==> src/rtl/pxu_pkg.sv <==
package pxu_pkg;
  typedef enum logic [1:0] {
    ACC_RD    = 2'd0,
    ACC_WR    = 2'd1,
    ACC_FETCH = 2'd2,
    ACC_RSVD  = 2'd3
  } acc_e;

  typedef struct packed {
    logic x;
    logic w;
    logic r;
  } perm_t;
endpackage

==> src/rtl/pxu_regbank.sv <==
module pxu_regbank #(
  parameter int PN_W    = 4,
  parameter int FRAME_W = 8,
  localparam int N_PG   = 1 << PN_W
) (
  input  logic                            clk_i,
  input  logic                            rst_ni,
  input  logic                            wr_en_i,
  input  logic [PN_W-1:0]                 wr_idx_i,
  input  logic [FRAME_W-1:0]              wr_frame_i,
  input  logic                            wr_valid_i,
  input  pxu_pkg::perm_t                  wr_perm_i,
  input  logic                            flush_i,
  output logic [N_PG-1:0]                 valid_o,
  output logic [N_PG-1:0][FRAME_W-1:0]    frame_o,
  output pxu_pkg::perm_t [N_PG-1:0]       perm_o
);
  for (genvar i = 0; i < N_PG; i++) begin : g_ent
    logic sel;
    assign sel = wr_en_i && (wr_idx_i == PN_W'(i));

    // flush has priority; a colliding write is dropped
    always_ff @(posedge clk_i or negedge rst_ni) begin
      if (!rst_ni) begin
        valid_o[i] <= 1'b0;
        frame_o[i] <= '0;
        perm_o[i]  <= '0;
      end else if (flush_i) begin
        valid_o[i] <= 1'b0;
      end else if (sel) begin
        valid_o[i] <= wr_valid_i;
        frame_o[i] <= wr_frame_i;
        perm_o[i]  <= wr_perm_i;
      end
    end
  end
endmodule

==> src/rtl/pxu_lookup.sv <==
module pxu_lookup #(
  parameter int LA_W    = 16,
  parameter int PN_W    = 4,
  parameter int FRAME_W = 8,
  localparam int D_W    = LA_W - PN_W,
  localparam int PA_W   = FRAME_W + D_W,
  localparam int N_PG   = 1 << PN_W
) (
  input  logic [LA_W-1:0]                 la_i,
  input  pxu_pkg::acc_e                   acc_i,
  input  logic [N_PG-1:0]                 valid_i,
  input  logic [N_PG-1:0][FRAME_W-1:0]    frame_i,
  input  pxu_pkg::perm_t [N_PG-1:0]       perm_i,
  output logic [PA_W-1:0]                 pa_o,
  output logic                            ok_o,
  output logic                            pf_o,
  output logic                            prot_o
);
  logic [PN_W-1:0] pn;
  logic [D_W-1:0]  disp;
  pxu_pkg::perm_t  perm_sel;
  logic            allowed;

  assign pn       = la_i[LA_W-1 -: PN_W];
  assign disp     = la_i[D_W-1:0];
  assign perm_sel = perm_i[pn];

  always_comb begin
    unique case (acc_i)
      pxu_pkg::ACC_RD:    allowed = perm_sel.r;
      pxu_pkg::ACC_WR:    allowed = perm_sel.w;
      pxu_pkg::ACC_FETCH: allowed = perm_sel.x;
      default:            allowed = 1'b0;
    endcase
  end

  assign pf_o   = !valid_i[pn];
  assign prot_o = valid_i[pn] && !allowed;
  assign ok_o   = valid_i[pn] && allowed;
  assign pa_o   = {frame_i[pn], disp};
endmodule

==> src/rtl/pxu_top.sv <==
module pxu_top #(
  parameter int LA_W    = 16,
  parameter int PN_W    = 4,
  parameter int FRAME_W = 8,
  localparam int D_W    = LA_W - PN_W,
  localparam int PA_W   = FRAME_W + D_W,
  localparam int N_PG   = 1 << PN_W
) (
  input  logic               clk_i,
  input  logic               rst_ni,
  input  logic               req_i,
  input  logic [1:0]         acc_i,
  input  logic [LA_W-1:0]    la_i,
  input  logic               wr_en_i,
  input  logic [PN_W-1:0]    wr_idx_i,
  input  logic [FRAME_W-1:0] wr_frame_i,
  input  logic               wr_valid_i,
  input  logic [2:0]         wr_perm_i,
  input  logic               flush_i,
  output logic [PA_W-1:0]    pa_o,
  output logic               pa_vld_o,
  output logic               page_fault_o,
  output logic               prot_fault_o
);
  logic [N_PG-1:0]              ent_valid;
  logic [N_PG-1:0][FRAME_W-1:0] ent_frame;
  pxu_pkg::perm_t [N_PG-1:0]    ent_perm;
  logic [PA_W-1:0]              pa_c;
  logic                         ok_c, pf_c, prot_c;

  pxu_regbank #(.PN_W(PN_W), .FRAME_W(FRAME_W)) u_bank (
    .clk_i      (clk_i),
    .rst_ni     (rst_ni),
    .wr_en_i    (wr_en_i),
    .wr_idx_i   (wr_idx_i),
    .wr_frame_i (wr_frame_i),
    .wr_valid_i (wr_valid_i),
    .wr_perm_i  (pxu_pkg::perm_t'(wr_perm_i)),
    .flush_i    (flush_i),
    .valid_o    (ent_valid),
    .frame_o    (ent_frame),
    .perm_o     (ent_perm)
  );

  pxu_lookup #(.LA_W(LA_W), .PN_W(PN_W), .FRAME_W(FRAME_W)) u_lookup (
    .la_i    (la_i),
    .acc_i   (pxu_pkg::acc_e'(acc_i)),
    .valid_i (ent_valid),
    .frame_i (ent_frame),
    .perm_i  (ent_perm),
    .pa_o    (pa_c),
    .ok_o    (ok_c),
    .pf_o    (pf_c),
    .prot_o  (prot_c)
  );

  always_ff @(posedge clk_i or negedge rst_ni) begin
    if (!rst_ni) begin
      pa_o         <= '0;
      pa_vld_o     <= 1'b0;
      page_fault_o <= 1'b0;
      prot_fault_o <= 1'b0;
    end else begin
      pa_vld_o     <= req_i && ok_c;
      page_fault_o <= req_i && pf_c;
      prot_fault_o <= req_i && prot_c;
      pa_o         <= (req_i && ok_c) ? pa_c : '0;
    end
  end
endmodule

==> config.mk <==
export PLATFORM = sky130hd
export DESIGN_NAME = pxu_top
export DESIGN_NICKNAME = d
export VERILOG_FILES = /design/src/rtl/pxu_pkg.sv /design/src/rtl/pxu_regbank.sv /design/src/rtl/pxu_lookup.sv /design/src/rtl/pxu_top.sv
export SDC_FILE = /design/constraint.sdc
export NUM_CORES = 1
export LEC_CHECK = 0
export CAP_MARGIN = 20
export CORE_MARGIN = 4
export CORE_UTILIZATION = 26
export DETAILED_ROUTE_END_ITERATION = 16
export PLACE_DENSITY = 0.49
export SETUP_SLACK_MARGIN = 0.15
export SLEW_MARGIN = 10
export SYNTH_ARGS = -nofsm -noshare
export SYNTH_HDL_FRONTEND = slang
export SYNTH_SLANG_ARGS = --single-unit
==> constraint.sdc <==
create_clock -name clk_i -period 2.1 [get_ports clk_i]
set_input_delay 0.42 -clock clk_i [delete_from_list [all_inputs] [get_ports clk_i]]
set_output_delay 0.42 -clock clk_i [all_outputs]
set_load 0.005 [all_outputs]
==> reports/qor.yml <==
pwr:
  cellPowerDensity_nw_per_um2: 863
  peakVddDrop_mv: 0.458
  combPwrFrac_pct: 15.6
  p_sw_mw: 2.60
  p_clk_share_pct: 37.1
  switching_share_pct: 24.0
  seqPwrFrac_pct: 47.3
  p_total_mw: 10.8
  power.internal_mw: 8.24
  leakage_nw: 5.53
layout:
  multi_input_area_um2: 4180
  area_growth_pct: 27.8
  fin_util_pct: 34.0
  nFillCells: 3652
  diodes: 0
  fin_nets: 844
  drive_gt1_share_pct: 45.4
  regArea_um2: 5380
grt:
  grt.total_usage_pct: 12.4
  grt_pass1_vias: 6616
  grt_first_pass_wirelength_um: 40200
  grt_max_degree: 61
  grt_overflow: 0
  antenna_found_initial: 0
outcome:
  status: "finished, final reports clean"
timing:
  worst_pin_slew_ns: 0.600
  setup_viol: 0
  hold_viol: 0
  maxSlewViolCount: 0
  skew_ns: 0.0102
  relSlewSlack_pct: 59.9
  tns_ns: 0
  whs_ns: 0.456
  post-route-min-period_ns: 1.91
  timing.fmax_mhz: 525
  fin_ws_ns: 0.195
  rsz0062_at_grt: "true"
  period_share_pct: 90.7
critical_path:
  worstPathArrival_ns: 2.32
  startpoint_type: "register"
  cp.required_ns: 2.51
  crit_path_end_kind: "register"
  r2r_slack_ns: 0.19
  reg2regPathDepth: 6
  critPathKind: "reg2reg"
  critPathMaxFanout: 21
route:
  wl_per_cell_um: 19.0
  num_vias: 6017
  drc: 0
  drt_iter0_markers: 244
  wl_um: 25200
  ant_nets: 0
  first_pass_iters: 4
  vias_per_cell: 4.55
floorplan:
  dieArea_um2: 40900
  start_util_pct: 26.6
  die_h_um: 202
  num_io_pins: 62
  die_width_um: 202
  rows: 70
  coreArea_um2: 37000
place:
  portBuffers: 61
  gp_congestion: 0.779
  dpl_worst_slack_ns: -0.370
  post-dp-hpwl_um: 17600
synth:
  yosysMostFrequentCell: "dfrtp_1"
  synth_area_per_cell_um2: 14.5
  synth_enable_flop_cells: 0
  synthFlopType: "dfrtp_1"
  ys_top_cells_by_area: "dfrtp_1 (55%), mux2_2 (20%), mux4_2 (9.4%), mux2i_1 (3.4%), clkbuf_1 (1.5%)"
  synth_common_cells: "dfrtp_1 (215), mux2_2 (178), mux4_2 (41), clkbuf_1 (40), mux2i_1 (33)"
  synth_top_area_cell: "dfrtp_1"
  ys_ff_latch: 215
  synthArstFlopShare_pct: 100
  seq_area_frac_synth_pct: 54.8
  yosysTopAreaCellShare_pct: 54.8
  yosys_warnings: 0
  synth_fp_nets: 715
  netlist_area_um2: 9820
  synthDistinctLibCells: 37
  synthCells: 676
cts:
  cts_made_buffers: 25
  cts.sinks: 215
  cts.clk_slew.worst_paths_ns: 0.06
  clockRootBuffer: "clkbuf_16"
  htree_levels: 1
  tritoncts: "yes"
  cts_max_path_buffers: 3
  clk-insertion-delay-late_ns: 0.52
run:
  cap_violations: 0
worst_hold_path:
  min_path_type: "in2async"
-- layout by cell type (no fill, tap or decap), types with 2 or more instances in the layout --
master and n:
dfrtp_1 215, nor3_1 2, nor3b_1 2, mux2i_1 33, nand4_1 3, o21ai_0 9, clkdlybuf4s50_1 56, nand2_1 30
nand2b_1 4, nor2b_1 11, buf_4 77, a21boi_0 12, clkbuf_1 6, buf_2 3, mux2_2 178, clkbuf_16 25
buf_12 21, inv_1 2, a21oi_1 15, clkbuf_8 2, nor2_1 12, a221oi_2 8, clkinv_2 6, or2_2 2
nand3_1 17, o22ai_1 2, mux4_2 41, a211oi_1 8
-- per-layer routing --
layer	track usage (%)	routed length (um)
met5	0	0
met4	2.67	424
met3	1.88	889
met2	21.1	12200
met1	16.9	11700
-- worst paths after layout --
kind                                              endpoint                       startpoint
setup / recovery                        pa_o[13]$_DFF_PN0_   u_bank.valid_o[14]$_DFFE_PN0P_
max in group asynchronous   u_bank.frame_o[24]$_DFFE_PN0P_                           rst_ni
hold / removal              u_bank.frame_o[70]$_DFFE_PN0P_                           rst_ni
setup reg to reg                        pa_o[13]$_DFF_PN0_   u_bank.valid_o[14]$_DFFE_PN0P_
min in group clk_i                       pa_o[9]$_DFF_PN0_                          la_i[9]
hold reg to reg            u_bank.frame_o[112]$_DFFE_PN0P_  u_bank.frame_o[112]$_DFFE_PN0P_
-- power groups by stage --
stage | Clock [mW] | Sequential [mW] | Combinational, mW
finish | 4.02 | 5.12 | 1.69
CTS | 4.19 | 5.13 | 1.72
global placement | 0 | 5.19 | 1.68
floorplan | 0 | 5.09 | 1.18
global route | 4.33 | 5.20 | 1.86
detailed placement | 0 | 5.20 | 1.71
-- layout make-up --
class	count	share of cell area (%)
Clock buffer	33	5.38
Clock inverter	8	0.548
Inverter	2	0.0598
Multi-Input combinational cell	401	33.3
Sequential cell	215	42.9
Tap cell	504	5.02
Timing Repair Buffer	160	12.8
-- sequential cells by signal, indices dropped and copies added (netlist names) --
| name | count |
|---|---|
| u_bank.frame_o | 128 |
| u_bank.perm_o | 48 |
| pa_o | 20 |
| u_bank.valid_o | 16 |
| pa_vld_o | 1 |
| page_fault_o | 1 |
| prot_fault_o | 1 |
-- cells by family after synthesis --
family | Yosys count | share of synthesized area [%]
compound gates | 59 | 4.57
buf+inv | 60 | 2.92
flops | 215 | 54.8
mux | 252 | 33.2
simple gates | 90 | 4.54
-- worst max-delay path, stage by stage (launching register included) --
cell	delay, ns
dfrtp_1	0.35
mux2i_1	0.12
mux4_2	0.53
o32ai_4	0.16
nand4_2	0.17
buf_12	0.19
a221oi_2	0.26
-- what timing repair did --
action | 4_1_cts | 5_1_grt
resized for setup | 1 | 3
setup endpoints to repair | 1 | 18
hold buffers | 1 | 0
pin swaps | 1 | 0
buffers inserted | 0 | 0
gates cloned | 0 | 0
hold endpoints to repair | 53 | 0
-- through the flow --
step                area, um2  std cells
floorplan                9850        676
global placement        11800       1281
detailed placement      11800       1281
CTS                     12500       1323
global route            12600       1323
finish                  12600       1323
No activity file was read; power rests on OpenSTA's default activity.
